**config.mk**
```make
export PLATFORM = sky130hd
export DESIGN_NAME = smb_cfg_slave
export DESIGN_NICKNAME = d
export VERILOG_FILES = /design/src/rtl/smb_cfg_pkg.sv /design/src/rtl/smb_line_filter.sv /design/src/rtl/smb_slave_fsm.sv /design/src/rtl/cfg_regfile.sv /design/src/rtl/smb_cfg_slave.sv
export SDC_FILE = /design/constraint.sdc
export NUM_CORES = 1
export LEC_CHECK = 0
export ABC_AREA = 1
export ABC_CLOCK_PERIOD_IN_PS = 2550
export BUFFER_PORTS_ARGS = -buffer_cell sky130_fd_sc_hd__buf_2
export CAP_MARGIN = 10
export CORE_UTILIZATION = 40
export CTS_CLUSTER_DIAMETER = 200
export DETAILED_ROUTE_END_ITERATION = 10
export HOLD_SLACK_MARGIN = 0.1
export PLACE_DENSITY_LB_ADDON = 0.3
export SLEW_MARGIN = 40
export SYNTH_ARGS = -nofsm -noshare
export SYNTH_HDL_FRONTEND = slang
export SYNTH_HIERARCHICAL = 1
export SYNTH_SLANG_ARGS = --single-unit
```
**constraint.sdc**
```tcl
create_clock -name clk_i -period 2.55 [get_ports clk_i]
set_input_delay 0.3825 -clock clk_i [delete_from_list [all_inputs] [get_ports clk_i]]
set_output_delay 0.3825 -clock clk_i [all_outputs]
set_load 0.1 [all_outputs]
```
**src/rtl/smb_cfg_pkg.sv**
```systemverilog
package smb_cfg_pkg;
  localparam int          NUM_REGS    = 6;
  localparam int          DW          = 8;
  localparam int          OFS_W       = 7;
  localparam int          RO_IDX      = 4;
  localparam logic [6:0]  DEV_ADDR    = 7'h6E;
  localparam logic [7:0]  BLK_COUNT   = 8'(NUM_REGS);

  typedef enum logic [2:0] {ST_IDLE, ST_RX, ST_RX_ACK, ST_TX, ST_TX_ACK} bus_state_e;
  typedef enum logic [1:0] {PH_ADDR, PH_CMD, PH_COUNT, PH_DATA} rx_phase_e;

  function automatic logic [DW-1:0] reg_rst(int idx);
    case (idx)
      0:       return 8'h07;
      1:       return 8'hFF;
      4:       return 8'h08;
      default: return 8'h00;
    endcase
  endfunction
endpackage

```
**src/rtl/smb_line_filter.sv**
```systemverilog
module smb_line_filter (
  input  logic clk_i,
  input  logic rst_ni,
  input  logic scl_i,
  input  logic sda_i,
  output logic scl_o,
  output logic sda_o,
  output logic scl_rise_o,
  output logic scl_fall_o,
  output logic start_o,
  output logic stop_o
);
  logic [2:0] scl_sync_q, sda_sync_q;
  logic       scl_f_q, sda_f_q, scl_d_q, sda_d_q;

  always_ff @(posedge clk_i or negedge rst_ni) begin
    if (!rst_ni) begin
      scl_sync_q <= '1;
      sda_sync_q <= '1;
      scl_f_q    <= 1'b1;
      sda_f_q    <= 1'b1;
      scl_d_q    <= 1'b1;
      sda_d_q    <= 1'b1;
    end else begin
      scl_sync_q <= {scl_sync_q[1:0], scl_i};
      sda_sync_q <= {sda_sync_q[1:0], sda_i};
      // accept a level only once two stages agree
      if (scl_sync_q[1] == scl_sync_q[2]) scl_f_q <= scl_sync_q[2];
      if (sda_sync_q[1] == sda_sync_q[2]) sda_f_q <= sda_sync_q[2];
      scl_d_q <= scl_f_q;
      sda_d_q <= sda_f_q;
    end
  end

  assign scl_o      = scl_f_q;
  assign sda_o      = sda_f_q;
  assign scl_rise_o = scl_f_q & ~scl_d_q;
  assign scl_fall_o = ~scl_f_q & scl_d_q;
  assign start_o    = scl_f_q & scl_d_q & sda_d_q & ~sda_f_q;
  assign stop_o     = scl_f_q & scl_d_q & ~sda_d_q & sda_f_q;
endmodule

```
**src/rtl/smb_slave_fsm.sv**
```systemverilog
module smb_slave_fsm
  import smb_cfg_pkg::*;
#(
  parameter logic [6:0] SLAVE_ADDR = DEV_ADDR,
  parameter int         AW         = OFS_W,
  parameter int         W          = DW
) (
  input  logic          clk_i,
  input  logic          rst_ni,
  input  logic          scl_i,
  input  logic          sda_i,
  input  logic          scl_rise_i,
  input  logic          scl_fall_i,
  input  logic          start_i,
  input  logic          stop_i,
  input  logic [W-1:0]  rd_data_i,
  output logic [AW-1:0] rd_addr_o,
  output logic          wr_en_o,
  output logic [AW-1:0] wr_addr_o,
  output logic [W-1:0]  wr_data_o,
  output logic          sda_oe_o
);
  localparam int CW = $clog2(W) + 1;

  bus_state_e    state_q;
  rx_phase_e     phase_q;
  logic [CW-1:0] cnt_q;
  logic [W-1:0]  sh_q;
  logic [AW-1:0] ptr_q, ptr_inc;
  logic          rw_q, blk_q, mack_q, oe_q;

  assign ptr_inc = (ptr_q == '1) ? ptr_q : ptr_q + 1'b1;

  always_ff @(posedge clk_i or negedge rst_ni) begin
    if (!rst_ni) begin
      state_q   <= ST_IDLE;
      phase_q   <= PH_ADDR;
      cnt_q     <= '0;
      sh_q      <= '0;
      ptr_q     <= '0;
      rw_q      <= 1'b0;
      blk_q     <= 1'b0;
      mack_q    <= 1'b1;
      oe_q      <= 1'b0;
      wr_en_o   <= 1'b0;
      wr_addr_o <= '0;
      wr_data_o <= '0;
    end else begin
      wr_en_o <= 1'b0;
      if (stop_i) begin
        state_q <= ST_IDLE;
        oe_q    <= 1'b0;
      end else if (start_i) begin
        state_q <= ST_RX;
        phase_q <= PH_ADDR;
        cnt_q   <= '0;
        oe_q    <= 1'b0;
      end else begin
        unique case (state_q)
          ST_RX: begin
            if (scl_rise_i && cnt_q != CW'(W)) begin
              sh_q  <= {sh_q[W-2:0], sda_i};
              cnt_q <= cnt_q + 1'b1;
            end else if (scl_fall_i && cnt_q == CW'(W)) begin
              cnt_q <= '0;
              unique case (phase_q)
                PH_ADDR: begin
                  if (sh_q[W-1:1] == SLAVE_ADDR) begin
                    rw_q    <= sh_q[0];
                    oe_q    <= 1'b1;
                    state_q <= ST_RX_ACK;
                  end else begin
                    state_q <= ST_IDLE;
                  end
                end
                PH_CMD: begin
                  blk_q   <= ~sh_q[W-1];
                  ptr_q   <= sh_q[W-1] ? sh_q[AW-1:0] : '0;
                  oe_q    <= 1'b1;
                  state_q <= ST_RX_ACK;
                end
                PH_COUNT: begin
                  oe_q    <= 1'b1;
                  state_q <= ST_RX_ACK;
                end
                default: begin
                  wr_en_o   <= 1'b1;
                  wr_addr_o <= ptr_q;
                  wr_data_o <= sh_q;
                  ptr_q     <= ptr_inc;
                  oe_q      <= 1'b1;
                  state_q   <= ST_RX_ACK;
                end
              endcase
            end
          end
          ST_RX_ACK: begin
            if (scl_fall_i) begin
              if (phase_q == PH_ADDR && rw_q) begin
                state_q <= ST_TX;
                cnt_q   <= '0;
                if (blk_q) begin
                  sh_q <= BLK_COUNT;
                  oe_q <= ~BLK_COUNT[W-1];
                end else begin
                  sh_q  <= rd_data_i;
                  oe_q  <= ~rd_data_i[W-1];
                  ptr_q <= ptr_inc;
                end
              end else begin
                oe_q    <= 1'b0;
                state_q <= ST_RX;
                unique case (phase_q)
                  PH_ADDR: phase_q <= PH_CMD;
                  PH_CMD:  phase_q <= blk_q ? PH_COUNT : PH_DATA;
                  default: phase_q <= PH_DATA;
                endcase
              end
            end
          end
          ST_TX: begin
            if (scl_fall_i) begin
              if (cnt_q == CW'(W - 1)) begin
                state_q <= ST_TX_ACK;
                oe_q    <= 1'b0;
              end else begin
                sh_q  <= {sh_q[W-2:0], 1'b0};
                oe_q  <= ~sh_q[W-2];
                cnt_q <= cnt_q + 1'b1;
              end
            end
          end
          ST_TX_ACK: begin
            if (scl_rise_i) begin
              mack_q <= sda_i;
            end else if (scl_fall_i) begin
              if (!mack_q) begin
                state_q <= ST_TX;
                cnt_q   <= '0;
                sh_q    <= rd_data_i;
                oe_q    <= ~rd_data_i[W-1];
                ptr_q   <= ptr_inc;
              end else begin
                state_q <= ST_IDLE;
              end
            end
          end
          default: ;
        endcase
      end
    end
  end

  assign rd_addr_o = ptr_q;
  assign sda_oe_o  = oe_q;

  p_release_on_stop_r9: assert property (@(posedge clk_i) disable iff (!rst_ni)
    stop_i |=> !sda_oe_o);
  p_pull_only_scl_low_r9: assert property (@(posedge clk_i) disable iff (!rst_ni)
    $rose(sda_oe_o) |-> !scl_i);
  p_nack_releases_r10: assert property (@(posedge clk_i) disable iff (!rst_ni)
    (state_q == ST_TX_ACK && scl_fall_i && mack_q && !start_i && !stop_i)
      |=> (state_q == ST_IDLE && !sda_oe_o));
endmodule

```
**src/rtl/cfg_regfile.sv**
```systemverilog
module cfg_regfile
  import smb_cfg_pkg::*;
#(
  parameter int N     = NUM_REGS,
  parameter int W     = DW,
  parameter int AW    = OFS_W,
  parameter int RO    = RO_IDX
) (
  input  logic          clk_i,
  input  logic          rst_ni,
  input  logic          wr_en_i,
  input  logic [AW-1:0] wr_addr_i,
  input  logic [W-1:0]  wr_data_i,
  input  logic [AW-1:0] rd_addr_i,
  output logic [W-1:0]  rd_data_o,
  output logic [N*W-1:0] regs_o
);
  localparam int IW = $clog2(N);

  logic [W-1:0] q [N];

  for (genvar g = 0; g < N; g++) begin : g_reg
    if (g == RO) begin : g_ro
      assign q[g] = reg_rst(g);
    end else begin : g_rw
      logic [W-1:0] r_q;
      always_ff @(posedge clk_i or negedge rst_ni) begin
        if (!rst_ni)                                r_q <= reg_rst(g);
        else if (wr_en_i && wr_addr_i == AW'(g))    r_q <= wr_data_i;
      end
      assign q[g] = r_q;

      p_write_lands_r2: assert property (@(posedge clk_i) disable iff (!rst_ni)
        (wr_en_i && wr_addr_i == AW'(g)) |=> r_q == $past(wr_data_i));
    end
    assign regs_o[g*W +: W] = q[g];
  end

  assign rd_data_o = (rd_addr_i < AW'(N)) ? q[rd_addr_i[IW-1:0]] : '0;
endmodule

```
**src/rtl/smb_cfg_slave.sv**
```systemverilog
module smb_cfg_slave
  import smb_cfg_pkg::*;
#(
  parameter logic [6:0] SLAVE_ADDR = DEV_ADDR
) (
  input  logic         clk_i,
  input  logic         rst_ni,
  input  logic         scl_i,
  input  logic         sda_i,
  output logic         sda_oe_o,
  output logic [7:0]   mode_o,
  output logic [7:0]   out_en_o,
  output logic [7:0]   stop_mask_o,
  output logic [7:0]   spare3_o,
  output logic [7:0]   ident_o,
  output logic [7:0]   spare5_o
);
  logic scl_f, sda_f, scl_rise, scl_fall, start_det, stop_det;
  logic              wr_en;
  logic [OFS_W-1:0]  wr_addr, rd_addr;
  logic [DW-1:0]     wr_data, rd_data;
  logic [NUM_REGS*DW-1:0] regs;

  smb_line_filter u_filt (
    .clk_i, .rst_ni, .scl_i, .sda_i,
    .scl_o(scl_f), .sda_o(sda_f), .scl_rise_o(scl_rise), .scl_fall_o(scl_fall),
    .start_o(start_det), .stop_o(stop_det)
  );

  smb_slave_fsm #(.SLAVE_ADDR(SLAVE_ADDR), .AW(OFS_W), .W(DW)) u_fsm (
    .clk_i, .rst_ni, .scl_i(scl_f), .sda_i(sda_f),
    .scl_rise_i(scl_rise), .scl_fall_i(scl_fall),
    .start_i(start_det), .stop_i(stop_det),
    .rd_data_i(rd_data), .rd_addr_o(rd_addr),
    .wr_en_o(wr_en), .wr_addr_o(wr_addr), .wr_data_o(wr_data),
    .sda_oe_o
  );

  cfg_regfile #(.N(NUM_REGS), .W(DW), .AW(OFS_W), .RO(RO_IDX)) u_regs (
    .clk_i, .rst_ni, .wr_en_i(wr_en), .wr_addr_i(wr_addr), .wr_data_i(wr_data),
    .rd_addr_i(rd_addr), .rd_data_o(rd_data), .regs_o(regs)
  );

  assign mode_o      = regs[0*DW +: DW];
  assign out_en_o    = regs[1*DW +: DW];
  assign stop_mask_o = regs[2*DW +: DW];
  assign spare3_o    = regs[3*DW +: DW];
  assign ident_o     = regs[4*DW +: DW];
  assign spare5_o    = regs[5*DW +: DW];
endmodule

```
# Yosys cells after proc, flatten, opt, wreduce, memory -nomap -nowiden
# Cells that the tools add are included.
# totals
in_bits	4
reg_bits	94
# classes
n_lt_le_gt_ge	2
bitwise_logic	19
muxes	78
eq_ne	47
n_addsub	2
reduce_logical	28
# ops
cell	n
two-way mux 8 bit	12
two-way mux 7 bit	10
two-way mux 4 bit	10
one-hot mux 8 bit (4 select lines)	1
two-way mux 3 bit	9
binary-select mux 8 bit (select 3 bit)	1
two-way mux 1 bit	21
one-hot mux 7 bit (3 select lines)	1
!= test 4 x 3 -> 1 bit (second input constant)	5
two-way mux 2 bit	8
!= test 4 bit (second input constant)	4
one-hot mux 4 bit (4 select lines)	1
== test 7 x 2 -> 1 bit (second input constant)	2
== test 7 bit (second input constant)	2
!= test 2 bit (second input constant)	7
one-hot mux 7 bit (2 select lines)	1
!= test 2 x 1 -> 1 bit (second input constant)	6
!= test 3 x 2 -> 1 bit (second input constant)	4
one-hot mux 3 bit (4 select lines)	1
AND reduction 12 bit	1
AND reduction 6 bit	2
inverter 1 bit	11
AND reduction 11 bit	1
AND reduction 10 bit	1
35 further kinds	54

# Longest topological paths before layout
# depth
ltp_word	12
depth_mapped	15
depth_no_buf	13

# Hierarchy
# The synthesis kept the hierarchy.
# modules_own_cells
module	cells_each	seq_area_each_um2	n_inst	area_per_inst_um2
smb_slave_fsm	356	1102.3	1	2627.5
cfg_regfile	306	1014.7	1	2287.2
smb_line_filter	25	262.8	1	327.8

# Worst setup path before layout
# Ideal clock, no wire load.
# synth_path
kind	flip-flop to flip-flop
start	reg u_regs.g_reg[0].g_rw.r_q[7]
end	reg u_fsm.oe_q, in the netlist u_fsm/sda_oe_o
synth_period_minus_slack_ns	1.989
slack_ns	0.561
path_stages_with_launch	14
arrival_ns	1.866
setup_time_ns	0.123
required_time_ns	2.427
path_cell_list	dfrtp_1 > inv_1 > nand2_1 > nand3_1 > nand2_1 > nand2_1 > a21oi_1 > nand2_1 > nand3_1 > o21ai_0 > nor2_1 > nand3_1 > nand2_1 > nor2_1
# synth_between
elab_chain_cells	11
elab_cells_between_ends	14
# synth_rtl
item	line_no	source
from (decl)	cfg_regfile.sv:26	logic [W-1:0] r_q;
from (signal assigned)	cfg_regfile.sv:28	if (!rst_ni) r_q <= reg_rst(g);
from (signal assigned)	cfg_regfile.sv:29	else if (wr_en_i && wr_addr_i == AW'(g)) r_q <= wr_data_i;
binary-select mux 8 bit (select 3 bit) *	cfg_regfile.sv:39	assign rd_data_o = (rd_addr_i < AW'(N)) ? q[rd_addr_i[IW-1:0]] : '0;
two-way mux 8 bit (not written as such) * (2 in series)	cfg_regfile.sv:39	
two-way mux 8 bit *	cfg_regfile.sv:39	
named net rd_data[7]	smb_cfg_slave.sv:21	logic [DW-1:0] wr_data, rd_data;
inverter 1 bit *	smb_slave_fsm.sv:107, smb_slave_fsm.sv:141	
two-way mux 1 bit (on tied branches)	smb_slave_fsm.sv:137, smb_slave_fsm.sv:102	
two-way mux 1 bit (on tied branches)	smb_slave_fsm.sv:136, smb_slave_fsm.sv:99	
two-way mux 1 bit (on tied branches)	smb_slave_fsm.sv:134, smb_slave_fsm.sv:98	
one-hot mux 1 bit (4 select lines) *	smb_slave_fsm.sv:59	unique case (state_q)
two-way mux 1 bit *	smb_slave_fsm.sv:53	end else if (start_i) begin
two-way mux 1 bit *	smb_slave_fsm.sv:50	if (stop_i) begin
to (signal assigned)	smb_slave_fsm.sv:104	oe_q <= ~BLK_COUNT[W-1];
to (signal assigned)	smb_slave_fsm.sv:128	oe_q <= ~sh_q[W-2];
to (signal assigned)	smb_slave_fsm.sv:141	oe_q <= ~rd_data_i[W-1];
to (decl)	smb_slave_fsm.sv:30	logic rw_q, blk_q, mack_q, oe_q;
# The timed path passes the listed nets; every way through them passes the cells marked *. The select of a mux whose other input is x is not followed.
# A chain may end at the register's enable or synchronous reset.

# Worst setup path after layout
# layout_path
start	reg u_filt.sda_f_q, in the netlist u_filt/sda_o
end	reg u_fsm.wr_addr_o[3]
# layout_between
elab_chain_cells	4
elab_cells_between_ends	6
# layout_rtl
item	line_no	source
from (decl)	smb_line_filter.sv:14	logic scl_f_q, sda_f_q, scl_d_q, sda_d_q;
from (signal assigned)	smb_line_filter.sv:29	if (sda_sync_q[1] == sda_sync_q[2]) sda_f_q <= sda_sync_q[2];
inverter 1 bit	smb_line_filter.sv:39	assign start_o = scl_f_q & scl_d_q & sda_d_q & ~sda_f_q;
AND 1 bit	smb_line_filter.sv:39	
named net start_det	smb_cfg_slave.sv:18	logic scl_f, sda_f, scl_rise, scl_fall, start_det, stop_det;
inverter 1 bit (no source line)	n/a	
AND reduction 6 bit (no source line)	n/a	
to (signal assigned)	smb_slave_fsm.sv:88	wr_addr_o <= ptr_q;
to (decl)	smb_slave_fsm.sv:19	output logic [AW-1:0] wr_addr_o,
# The timed path passes the listed nets, and every way through them passes these cells.

==> results.json <==
{
  "core_um2": 12700,
  "fin_crit_ns": 2.15,
  "cp_cell_sequence": "nor2_1 > nor2_2 > inv_1 > nor3_2 > nand3_2 > inv_1 > nand2_1 > nand2_1",
  "worstSetupEndpointType": "register",
  "io_buffers": 44,
  "grt_pass1_vias": 4312,
  "clockBufferDepth": 2,
  "hold_class": "input pin to register",
  "die_y_um": 116,
  "post_cts_resize_count": 0,
  "r2r_end": "u_fsm/wr_addr_o[3]$_DFFE_PN0P_",
  "place.gp.congestion": 0.884,
  "p_seq_share_pct": 35.9,
  "cts_max_level": 3,
  "setup-tns-final_ns": 0,
  "tightest_slew_ns": 0.543,
  "grt_first_pass_wirelength_mm": 22.0,
  "hold_viol_final": 0,
  "cp_top_family": "simple AND/OR/NAND/NOR gates",
  "ant_nets": 0,
  "reg2regPathDepth": 8,
  "io_pins": 53,
  "final_common_cell": "nand2_1",
  "dp_hpwl_mm": 10.1,
  "drive_above_1_share_pct": 19.3,
  "ys_warn_count": 6,
  "swShare_pct": 41.3,
  "maxCapViolations": 0,
  "reg2reg_from": "u_filt/sda_o$_DFFE_PN1N_",
  "cts_sinks": 94,
  "wire_per_inst_um": 15.0,
  "synthArstFlopShare_pct": 100,
  "worstSetupStartpointType": "register",
  "num_vias": 4609,
  "area_growth_pct": 12.3,
  "cp.required_ns": 2.83,
  "min_from": "scl_i",
  "powerDensity_nw_per_um2": 872,
  "rsz0062_at_grt": "false",
  "ir_worst_vdd_v": 0.000431,
  "dieWidth_um": 116,
  "synth_ff_type": "dfrtp_1",
  "dr.pass1.iters": 8,
  "syn_area_per_cell_um2": 7.63,
  "whs_ns": 0.130,
  "viasPerCell": 5.09,
  "start_util_pct": 41.2,
  "cp_max_fo": 27,
  "clk-insertion-delay-late_ns": 0.35,
  "synth-edff-count": 0,
  "ys_types": 40,
  "cpPeakStageDelay_ns": 0.58,
  "p_leak_uw": 0.00290,
  "arrival_ns": 2.43,
  "p_sw_uw": 2120,
  "crit_slowest_cell": "dfstp_2",
  "clkPwrFrac_pct": 27.6,
  "combPwrFrac_pct": 36.5,
  "finalSetupViolCount": 0,
  "clkTransAtPathRegs_ns": 0.07,
  "cts-root-buf": "clkbuf_16",
  "ys_ff_latch": 94,
  "post_cts_buffers": 0,
  "track_usage_pct": 21.6,
  "grt_max_degree": 54,
  "placementRows": 41,
  "hold-path-endpoint": "u_filt/scl_sync_q[0]$_DFF_PN1_",
  "gr-total-overflow": 0,
  "dieArea_um2": 13600,
  "rrSetupSlack_ns": 0.40,
  "syn_area_um2": 5240,
  "skew_ns": 0.0110,
  "max_freq_mhz": 465,
  "status": "finished, final reports clean",
  "drt_iter0_markers": 401,
  "worstSetupPathType": "register to register",
  "synth_cells": 687,
  "post-route-drc-count": 0,
  "drv_slew": 0,
  "slew_headroom_pct": 63.8,
  "antenna_cells": 0,
  "seq_area_frac_synth_pct": 45.4,
  "cellInternalPower_uw": 3010,
  "crit_buf_inv": 2,
  "holdPathStages": 1,
  "grt_antenna_before_repair": 0,
  "layout_common_cells": "nand2_1 (216), inv_1 (84), dfrtp_1 (72)",
  "wl_mm": 13.6,
  "period_share_pct": 84.3,
  "cts-hold-fix-buffers": 1,
  "cts_tree": "built",
  "nets": 736,
  "cts-buffers-inserted": 9
}
cells by family after synthesis:
| logic type | count (synthesis) | synth area share [%] |
|---|---|---|
| buffers and inverters | 119 | 10.3 |
| flip-flops | 94 | 45.4 |
| AO/OA/AOI/OAI | 90 | 10.4 |
| AND/OR/NAND/NOR | 376 | 32.4 |
| multiplexers | 1 | 0.215 |
| adder cells (fa/ha/maj) | 3 | 0.716 |
| other | 2 | 0.143 |
| XOR/XNOR | 2 | 0.334 |
power by group through the flow:
stage                     clock network (µW)  registers [µW]  logic [µW]
after floorplan                            0            1860        1400
after global placement                     0            1860        1830
after detailed placement                   0            1860        1840
after CTS                               1450            1840        1850
after global routing                    1510            1860        2100
final                                   1410            1840        1870
synth_stat cells (3+ instances only):
master	n	area, µm²
nor2_2	9	56.3
dfrtp_1	72	1800
dfstp_2	22	578
nand4_1	19	119
o211ai_1	3	22.5
nand3_2	3	30.0
o21ai_0	26	130
buf_4	11	82.6
nand2_4	4	45.0
nand3_1	58	290
buf_6	6	67.6
inv_1	84	315
ha_1	3	37.5
nor2_1	46	173
a21oi_1	12	60.1
buf_2	7	35.0
inv_2	9	33.8
a22oi_1	6	45.0
o21ai_1	22	110
nand2_1	216	811
nand2_2	6	37.5
nor3_1	6	30.0
o21ai_2	16	140
state kept, by name (all words and copies together) (netlist names):
| signal | flops |
|---|---|
| u_fsm/mack_q | 1 |
| u_filt/sda_o | 1 |
| u_fsm/wr_en_o | 1 |
| u_fsm/wr_addr_o | 7 |
| u_fsm/wr_data_o | 8 |
| u_fsm/rd_addr_o | 7 |
| u_fsm/rw_q | 1 |
| u_fsm/cnt_q | 4 |
| u_filt/scl_o | 1 |
| u_fsm/phase_q | 2 |
| u_fsm/blk_q | 1 |
| u_fsm/sh_q | 8 |
| u_filt/sda_sync_q | 3 |
| u_fsm/sda_oe_o | 1 |
| u_filt/sda_d_q | 1 |
| u_filt/scl_sync_q | 3 |
| u_regs/g.g_rw.r_q | 40 |
| u_fsm/state_q | 3 |
| u_filt/scl_d_q | 1 |
per-stage QoR:
step	instances	worst slack (ns)	power, µW	util (%)	cell area (µm²)
global route	906	0.145	5480	46.3	5890
CTS	906	0.398	5140	46.3	5890
floorplan	693	0.561	3260	-	5270
detailed placement	889	0.438	3710	43.7	5560
finish	906	0.400	5130	46.3	5890
global placement	889	0.514	3680	43.7	5560
worst max path at each step:
stage | startpoint | end | slack, ns | depth (start not counted)
after floorplan | u_regs/g_reg[0].g_rw.r_q[7]$_DFFE_PN0P_ | u_fsm/sda_oe_o$_DFFE_PN0P_ | 0.56 | 13
after global placement | u_filt/sda_o$_DFFE_PN1N_ | u_fsm/wr_data_o[6]$_DFFE_PN0P_ | 0.51 | 8
after detailed placement | u_filt/sda_o$_DFFE_PN1N_ | u_fsm/wr_addr_o[3]$_DFFE_PN0P_ | 0.44 | 8
after CTS | u_filt/sda_o$_DFFE_PN1N_ | u_fsm/wr_addr_o[3]$_DFFE_PN0P_ | 0.40 | 8
after global routing | u_filt/sda_o$_DFFE_PN1N_ | u_fsm/wr_data_o[2]$_DFFE_PN0P_ | 0.14 | 8
final | u_filt/sda_o$_DFFE_PN1N_ | u_fsm/wr_addr_o[3]$_DFFE_PN0P_ | 0.40 | 8
layer usage:
| layer | wire (µm) | GRT usage, % | vias to the layer above |
|---|---|---|---|
| li1 | - | - | 2269 |
| met1 | 6160 | 27.4 | 2159 |
| met2 | 6420 | 35.6 | 154 |
| met3 | 589 | 3.06 | 27 |
| met4 | 441 | 11.5 | 0 |
| met5 | 0 | 0 | - |
final cells by class:
cell class	instances	area [µm²]
Timing Repair Buffer	50	283
Tap cell	172	215
Sequential cell	94	2380
Fill cell	1287	6840
Multi-Input combinational cell	480	2340
Inverter	94	353
Clock inverter	4	56.3
Clock buffer	12	256
Power figures use the tool's default switching activity.
